==> src/rtl/phy_mgmt_pkg.sv <==
package phy_mgmt_pkg;

    localparam int FRAME_BITS = 64;
    localparam int TA_FIRST   = 46;
    localparam int DATA_FIRST = 48;
    localparam int IDX_W      = $clog2(FRAME_BITS);

    typedef enum logic [1:0] {
        HREG_CTRL = 2'd0,
        HREG_ADDR = 2'd1,
        HREG_DLO  = 2'd2,
        HREG_DHI  = 2'd3
    } host_reg_e;

    localparam int CB_BUSY = 0;
    localparam int CB_WR   = 1;
    localparam int CB_RD   = 2;
    localparam int CB_PHY  = 3;

    typedef struct packed {
        logic        is_read;
        logic [4:0]  phy;
        logic [4:0]  regad;
        logic [15:0] wdata;
    } mgmt_cmd_t;

    function automatic logic [FRAME_BITS-1:0] build_frame(input mgmt_cmd_t c);
        logic [1:0]  op;
        logic [1:0]  ta;
        logic [15:0] dat;
        op  = c.is_read ? 2'b10 : 2'b01;
        ta  = c.is_read ? 2'b11 : 2'b10;
        dat = c.is_read ? 16'hFFFF : c.wdata;
        return {32'hFFFF_FFFF, 2'b01, op, c.phy, c.regad, ta, dat};
    endfunction

endpackage

==> src/rtl/mgmt_regs.sv <==
module mgmt_regs
    import phy_mgmt_pkg::*;
(
    input  logic        clk,
    input  logic        rst,
    input  logic        host_we,
    input  logic [1:0]  host_addr,
    input  logic [7:0]  host_wdata,
    output logic [7:0]  host_rdata,
    input  logic        busy,
    input  logic        rd_done,
    input  logic [15:0] rd_result,
    output logic        start,
    output mgmt_cmd_t   cmd
);

    logic [3:1] ctrl_q;
    logic [7:0] addr_q;
    logic [7:0] dlo_q;
    logic [7:0] dhi_q;
    logic       ctrl_wr;

    assign ctrl_wr = host_we && (host_addr == HREG_CTRL) && !busy;

    always_ff @(posedge clk) begin
        if (rst) begin
            ctrl_q <= '0;
            addr_q <= '0;
            dlo_q  <= '0;
            dhi_q  <= '0;
        end else begin
            if (ctrl_wr)
                ctrl_q <= host_wdata[3:1];
            if (host_we && host_addr == HREG_ADDR)
                addr_q <= host_wdata;
            if (host_we && host_addr == HREG_DLO)
                dlo_q <= host_wdata;
            if (host_we && host_addr == HREG_DHI)
                dhi_q <= host_wdata;
            if (rd_done) begin
                dlo_q <= rd_result[7:0];
                dhi_q <= rd_result[15:8];
            end
        end
    end

    assign start = ctrl_wr && host_wdata[CB_PHY]
                 && (host_wdata[CB_RD] || host_wdata[CB_WR]);

    always_comb begin
        cmd.is_read = host_wdata[CB_RD];
        cmd.phy     = {3'b000, addr_q[7:6]};
        cmd.regad   = addr_q[4:0];
        cmd.wdata   = {dhi_q, dlo_q};
    end

    always_comb begin
        unique case (host_reg_e'(host_addr))
            HREG_CTRL: host_rdata = {4'b0000, ctrl_q, busy};
            HREG_ADDR: host_rdata = addr_q;
            HREG_DLO:  host_rdata = dlo_q;
            HREG_DHI:  host_rdata = dhi_q;
            default:   host_rdata = 8'h00;
        endcase
    end

endmodule

==> src/rtl/mdc_divider.sv <==
module mdc_divider #(
    parameter int HALF_DIV = 2
) (
    input  logic clk,
    input  logic rst,
    input  logic run,
    output logic mdc,
    output logic rise_tick,
    output logic fall_tick
);

    localparam int CW = (HALF_DIV > 1) ? $clog2(HALF_DIV) : 1;

    logic [CW-1:0] cnt;
    logic          wrap;

    assign wrap      = run && (cnt == CW'(HALF_DIV - 1));
    assign rise_tick = wrap && !mdc;
    assign fall_tick = wrap && mdc;

    always_ff @(posedge clk) begin
        if (rst || !run) begin
            cnt <= '0;
            mdc <= 1'b0;
        end else if (wrap) begin
            cnt <= '0;
            mdc <= ~mdc;
        end else begin
            cnt <= cnt + 1'b1;
        end
    end

endmodule

==> src/rtl/mdio_shifter.sv <==
module mdio_shifter
    import phy_mgmt_pkg::*;
(
    input  logic             clk,
    input  logic             rst,
    input  logic             start,
    input  mgmt_cmd_t        cmd,
    input  logic             rise_tick,
    input  logic             fall_tick,
    input  logic             mdio_in,
    output logic             busy,
    output logic             rd_active,
    output logic [IDX_W-1:0] bit_idx,
    output logic             mdio_out,
    output logic             mdio_oe,
    output logic             rd_done,
    output logic [15:0]      rd_result
);

    logic [FRAME_BITS-1:0] frame_q;
    logic [15:0]           shreg;
    logic                  last_bit;

    assign last_bit = (bit_idx == IDX_W'(FRAME_BITS - 1));

    always_ff @(posedge clk) begin
        if (rst) begin
            busy      <= 1'b0;
            rd_active <= 1'b0;
            bit_idx   <= '0;
            frame_q   <= '0;
            shreg     <= '0;
        end else if (start) begin
            busy      <= 1'b1;
            rd_active <= cmd.is_read;
            bit_idx   <= '0;
            frame_q   <= build_frame(cmd);
        end else if (busy) begin
            if (rise_tick && rd_active && bit_idx >= IDX_W'(DATA_FIRST))
                shreg <= {shreg[14:0], mdio_in};
            if (fall_tick) begin
                if (last_bit)
                    busy <= 1'b0;
                else
                    bit_idx <= bit_idx + 1'b1;
            end
        end
    end

    assign mdio_out  = busy ? frame_q[IDX_W'(FRAME_BITS - 1) - bit_idx] : 1'b1;
    assign mdio_oe   = busy && !(rd_active && bit_idx >= IDX_W'(TA_FIRST));
    assign rd_done   = busy && fall_tick && last_bit && rd_active;
    assign rd_result = shreg;

endmodule

==> src/rtl/phy_mgmt_engine.sv <==
module phy_mgmt_engine
    import phy_mgmt_pkg::*;
#(
    parameter int MDC_HALF_DIV = 2
) (
    input  logic       clk,
    input  logic       rst,
    input  logic       host_we,
    input  logic [1:0] host_addr,
    input  logic [7:0] host_wdata,
    output logic [7:0] host_rdata,
    output logic       mdc,
    output logic       mdio_out,
    output logic       mdio_oe,
    input  logic       mdio_in
);

    logic             busy;
    logic             start;
    logic             rd_active;
    logic             rd_done;
    logic [15:0]      rd_result;
    logic [IDX_W-1:0] bit_idx;
    logic             rise_tick;
    logic             fall_tick;
    mgmt_cmd_t        cmd;

    mgmt_regs u_regs (
        .clk        (clk),
        .rst        (rst),
        .host_we    (host_we),
        .host_addr  (host_addr),
        .host_wdata (host_wdata),
        .host_rdata (host_rdata),
        .busy       (busy),
        .rd_done    (rd_done),
        .rd_result  (rd_result),
        .start      (start),
        .cmd        (cmd)
    );

    mdc_divider #(.HALF_DIV(MDC_HALF_DIV)) u_div (
        .clk       (clk),
        .rst       (rst),
        .run       (busy),
        .mdc       (mdc),
        .rise_tick (rise_tick),
        .fall_tick (fall_tick)
    );

    mdio_shifter u_shift (
        .clk       (clk),
        .rst       (rst),
        .start     (start),
        .cmd       (cmd),
        .rise_tick (rise_tick),
        .fall_tick (fall_tick),
        .mdio_in   (mdio_in),
        .busy      (busy),
        .rd_active (rd_active),
        .bit_idx   (bit_idx),
        .mdio_out  (mdio_out),
        .mdio_oe   (mdio_oe),
        .rd_done   (rd_done),
        .rd_result (rd_result)
    );

endmodule

==> config.mk <==
export PLATFORM = sky130hd
export DESIGN_NAME = phy_mgmt_engine
export DESIGN_NICKNAME = d
export VERILOG_FILES = /design/src/rtl/phy_mgmt_pkg.sv /design/src/rtl/mgmt_regs.sv /design/src/rtl/mdc_divider.sv /design/src/rtl/mdio_shifter.sv /design/src/rtl/phy_mgmt_engine.sv
export SDC_FILE = /design/constraint.sdc
export NUM_CORES = 1
export LEC_CHECK = 0
export BUFFER_PORTS_ARGS = -buffer_cell sky130_fd_sc_hd__buf_2
export CORE_MARGIN = 2
export CORE_UTILIZATION = 45
export DETAILED_ROUTE_END_ITERATION = 8
export HOLD_SLACK_MARGIN = 0.05
export PLACE_DENSITY = 0.68
export REMOVE_ABC_BUFFERS = 1
export SLEW_MARGIN = 5
export SYNTH_ARGS = -nofsm -noshare
export SYNTH_HDL_FRONTEND = slang
export SYNTH_SLANG_ARGS = --single-unit
==> constraint.sdc <==
create_clock -name clk -period 3.58 [get_ports clk]
set_input_delay 0.537 -clock clk [delete_from_list [all_inputs] [get_ports clk]]
set_output_delay 0.537 -clock clk [all_outputs]
set_load 0.005 [all_outputs]
; Yosys cells after proc, flatten, opt, wreduce, memory -nomap -nowiden
; Cells that the tools add are included.
[totals]
register_bits = 81
[op_classes]
n_addsub = 3
magnitude_cmp = 3
n_eq_ne = 4
mux = 15
bitwise_logic = 3
n_reduce_logical = 29
[op_table]
columns = cell, n
row1 = 8-bit two-way mux, 4
row2 = 8-bit one-hot mux with 4 select lines, 1
row3 = 1-bit logical AND, 17
row4 = 16-bit two-way mux, 1
row5 = 6-bit >= comparator (second input constant), 2
row6 = 6-bit by 7-bit less-than comparator with 1-bit output (second input constant), 1
row7 = 1-bit two-way mux, 7
row8 = 6-bit by 1-bit adder with 6-bit output (second input constant), 1
row9 = 1-bit binary-select mux with 6-bit select, 1
row10 = 6-bit equality test (second input constant), 1
row11 = 3-bit AND reduction, 2
row12 = 6-bit subtractor (first input constant), 1
row13 = 2-bit equality test (second input constant), 2
row14 = 2-bit nonzero test, 2
row15 = 2-bit OR reduction, 2
row16 = 1-bit logical NOT, 3
row17 = 1-bit NOT, 3
row18 = 2-bit by 1-bit equality test with 1-bit output (second input constant), 1
row19 = 2-bit logical NOT, 1
row20 = 1-bit logical OR, 2
row21 = 2-bit two-way mux, 1
row22 = 1-bit adder (second input constant), 1

; Depth between registers and ports, before layout
[depth]
ltp_word = 7
ltp_mapped = 7
ltp_nobuf = 5

; Cells and area by module
; Synthesis repeated with hierarchy kept, for this count alone.
[hier_totals]
cells_unflattened = 400
area_unflattened_um2 = 3811.2
[by_module_without_submodules]
columns = mod, instances, cells_each, area_each_um2, seq_area_each_um2
row1 = mdio_shifter, 1, 225, 2217.1, 1041.0
row2 = mgmt_regs, 1, 166, 1516.5, 540.5
row3 = mdc_divider, 1, 9, 77.6, 40.0

; Worst setup path before layout
; No wires, ideal clock.
[synth_path]
path_type = register to output
startpoint = register u_shift.bit_idx[0]
endpoint = output mdio_out
arrival_ns = 1.603
t_required_ns = 3.043
path_slack_ns = 1.440
stages_incl_launch_ff = 6
n_path_buf = 1
cell_sequence = dfxtp_1 buf_4 mux4_2 mux2_2 nor3b_1 o221ai_1
[synth_via]
elab_chain_cells = 4
[synth_rtl]
columns = element, line
row1 = start: declaration, mdio_shifter.sv:13  ; output logic [IDX_W-1:0] bit_idx,
row2 = start signal: assignment, mdio_shifter.sv:45  ; bit_idx <= bit_idx + 1'b1;
row3 = 6-bit subtractor, mdio_shifter.sv:50  ; assign mdio_out = busy ? frame_q[IDX_W'(FRAME_BITS - 1) - bit_idx] : 1'b1;
row4 = 1-bit binary-select mux with 6-bit select, mdio_shifter.sv:50
row5 = 1-bit two-way mux (not written as such), mdio_shifter.sv:50
row6 = 1-bit two-way mux, mdio_shifter.sv:50
row7 = end: declaration, phy_mgmt_engine.sv:13  ; output logic mdio_out,
; No other way between the ends. The select of a mux whose other input is x is not followed.

; Worst setup path after layout
; Same ends and word-level chain as after synthesis.

==> impl_metrics.tcl <==
set metrics [dict create \
    clock_skew_ns 0.00875 \
    placed_cell_area_um2 3660 \
    synthAdderAreaFrac_pct 0.350 \
    synth_top_family_by_area "simple AND/OR/NAND/NOR gates" \
    rows 32 \
    num_vias 2775 \
    rsz0062_at_grt "false" \
    synthesis.area_um2 3580 \
    switching_share_pct 21.8 \
    max_freq_ghz 0.354 \
    worstPathArrival_ns 2.28 \
    p_switching_w 0.000376 \
    vdd_drop_max_mv 0.266 \
    startpoint "u_shift.bit_idx[0]" \
    ys_async_sr_fraction_pct 0 \
    grt_pass1_vias 2645 \
    power_density_nw_per_um2 445 \
    r2r-start "u_shift.busy" \
    clkLatencyLatePin_ns 0.35 \
    internal_power_w 0.00135 \
    fin_crit_ns 2.82 \
    grt_pass1_wl_um 13400 \
    antenna_found_initial 0 \
    htreeDepth 3 \
    numPortBuffers 24 \
    fin_setup_tns_ns 0 \
    clockBufferDepth 2 \
    gr-total-overflow 0 \
    clkPwrFrac_pct 42.2 \
    clk_pin_slew_worst_paths_ns 0.08 \
    met3_usage_pct 4.83 \
    hpwl_um 5420 \
    slew_violations 0 \
    combPwrFrac_pct 5.8 \
    ys_seq_elements 78 \
    min_from "mdio_in" \
    use_met1_pct 27.5 \
    die_h_um 93.2 \
    worst-path-max-fanout 12 \
    crit_type "reg -> out" \
    area_growth_pct 8.50 \
    cts_tree "yes" \
    dieArea_um2 8680 \
    status "finished, final reports clean" \
    place_congestion 0.822 \
    synth-simple-area-share_pct 21.0 \
    setup_violations 0 \
    hp-class "in -> reg" \
    worst_setup_path_start_kind "flip-flop" \
    relSlewSlack_pct 24.2 \
    drc_errors 0 \
    clkSinkCount 78 \
    coreArea_um2 7730 \
    drt_pass1_iterations 4 \
    final_area_um2 3880 \
    vias_per_cell 5.43 \
    fin_crit_sh_pct 78.8 \
    leakage_nw 1.51 \
    grt_use_total_pct 19.8 \
    crit_path_max_incr_delay_ns 0.62 \
    grtUsageMet2_pct 30.8 \
    wl_per_cell_um 15.5 \
    synthXorXnorAreaFrac_pct 1.47 \
    drt-total-wl_um 7920 \
    cts-root-buf "clkbuf_8" \
    seq_area_frac_synth_pct 43.6 \
    synth_compound_area_share_pct 11.9 \
    cts_resized 0 \
    cp_slowest_cell "dfxtp_1" \
    required_ns 3.04 \
    worst_pin_slew_ns 1.13 \
    synth_cell_types 43 \
    nets 420 \
    drt_iter0_drc 164 \
    ant_nets 0 \
    ctsHoldBuffers 0 \
    grt_max_degree 46 \
    synth_cells 401 \
    synth_flop_cell "dfxtp_1" \
    initial_utilization_pct 46.3 \
    antennaDiodeCount 0 \
    finalHoldViolCount 0 \
    ys_warn_count 0 \
    fp.dieW_um 93.2 \
    max_cap_violations 0 \
    num_io_pins 25 \
    path_cells "mux4_2, mux2_2, nor3b_1, o221ai_1, buf_2" \
    cts_buffers 9 \
    pwr-share-seq_pct 52.0 \
    synth_mux_area_share_pct 15.8 \
    finalPower_w 0.00173 \
    drive_above_1_share_pct 14.7 \
    cts_setup_buffers 0 \
    synth_edf_count 0 \
    busiest_layer "met2" \
    avgSynthCellArea_um2 8.92 \
    endpoint_kind "output port" \
]
cells in the final DEF, fill, tap and decap left out, types with 2 or more instances in the layout:
cell type	instances
dfxtp_1	78
nor2_1	54
nand2_1	53
nor3_1	35
mux2i_1	34
a21oi_1	28
buf_2	24
a211oi_1	17
clkbuf_8	11
mux2_2	8
mux4_2	6
xnor2_1	6
nand3_1	5
a22o_1	4
nand2b_1	4
inv_1	4
buf_4	4
nand4_1	3
or3_1	2
nor3b_1	2
and3_1	2
nand3b_1	2
bufinv_16	2
clkinv_2	2
worst paths after layout:
path                            cells past startpoint  slack (ns)                    end
worst max-delay path                                5        0.76               mdio_out
worst min-delay path                                3        0.42   u_shift.rd_result[0]
worst max register to register                      4        1.47     u_shift.bit_idx[0]
worst min register to register                      2        0.46  u_shift.rd_result[15]
synth_stat cells (all sizes together), types with 4 or more instances:
master  number  area share [%]
a211oi      17             3.6
a21oi       28             3.9
a22o         4            0.98
buf         20             3.9
clkbuf      15             1.6
dfxtp       78              44
inv          4            0.42
mux2         8             2.5
mux2i       34             9.5
mux4         6             3.8
nand2       53             5.6
nand2b       4            0.70
nand3        5            0.70
nor2        54             5.7
nor3        35             4.9
xnor2        6             1.5
final cells by class:
class	instances	area, um^2
sequential	78	1560
inverter	4	15.0
fill	761	3840
timing repair buffer	28	150
clock buffer	11	151
multi-input combinational	284	1810
clock inverter	4	70.1
tap	102	128
kinds of logic after synthesis:
kind of cell             count (synthesis)
adder cells (fa/ha/maj)                  1
multiplexers                            48
AO/OA/AOI/OAI                           63
flip-flops                              78
XOR/XNOR                                 6
AND/OR/NAND/NOR                        166
buffers and inverters                   39
critical path: cells and delay by family (launching register included):
family	cells	cell delay [ns]
mux	2	0.85
flops	1	0.62
simple gates	1	0.18
buf+inv	1	0.15
compound gates	1	0.14
power by group through the flow:
stage,Combinational [W],Clock (W),Sequential [W]
6_report,0.0000996,0.000729,0.000898
5_1_grt,0.000110,0.000778,0.000901
4_1_cts,0.000100,0.000745,0.000898
3_5_place_dp,0.0000995,0,0.000919
3_3_place_gp,0.0000982,0,0.000918
2_1_floorplan,0.0000526,0,0.000913
sequential cells by signal (all words and copies together) (netlist names):
name and flops:
u_shift.busy 1, u_regs.addr_q 8, u_regs.dlo_q 8, u_div.cnt 1, u_div.mdc 1, u_shift.rd_result 16
u_shift.frame_q 26, u_shift.bit_idx 6, u_regs.ctrl_q 3, u_regs.dhi_q 8
metal layers:
layer,share of wire (%),routed length (um)
met5,0,0
met4,0.56,44
met3,4.4,349
met2,47,3720
met1,48,3810
stage by stage:
stage / setup slack, ns / instances / hold slack [ns] / util (%)
CTS: 0.738 / 511 / 0.408 / 50.2
global route: 0.608 / 511 / 0.420 / 50.2
global placement: 1.17 / 496 / 0.446 / 47.4
detailed placement: 1.14 / 496 / 0.447 / 47.4
finish: 0.759 / 511 / 0.421 / 50.2
floorplan: 1.37 / 366 / 0.427 / -
Power figures use the tool's default switching activity.
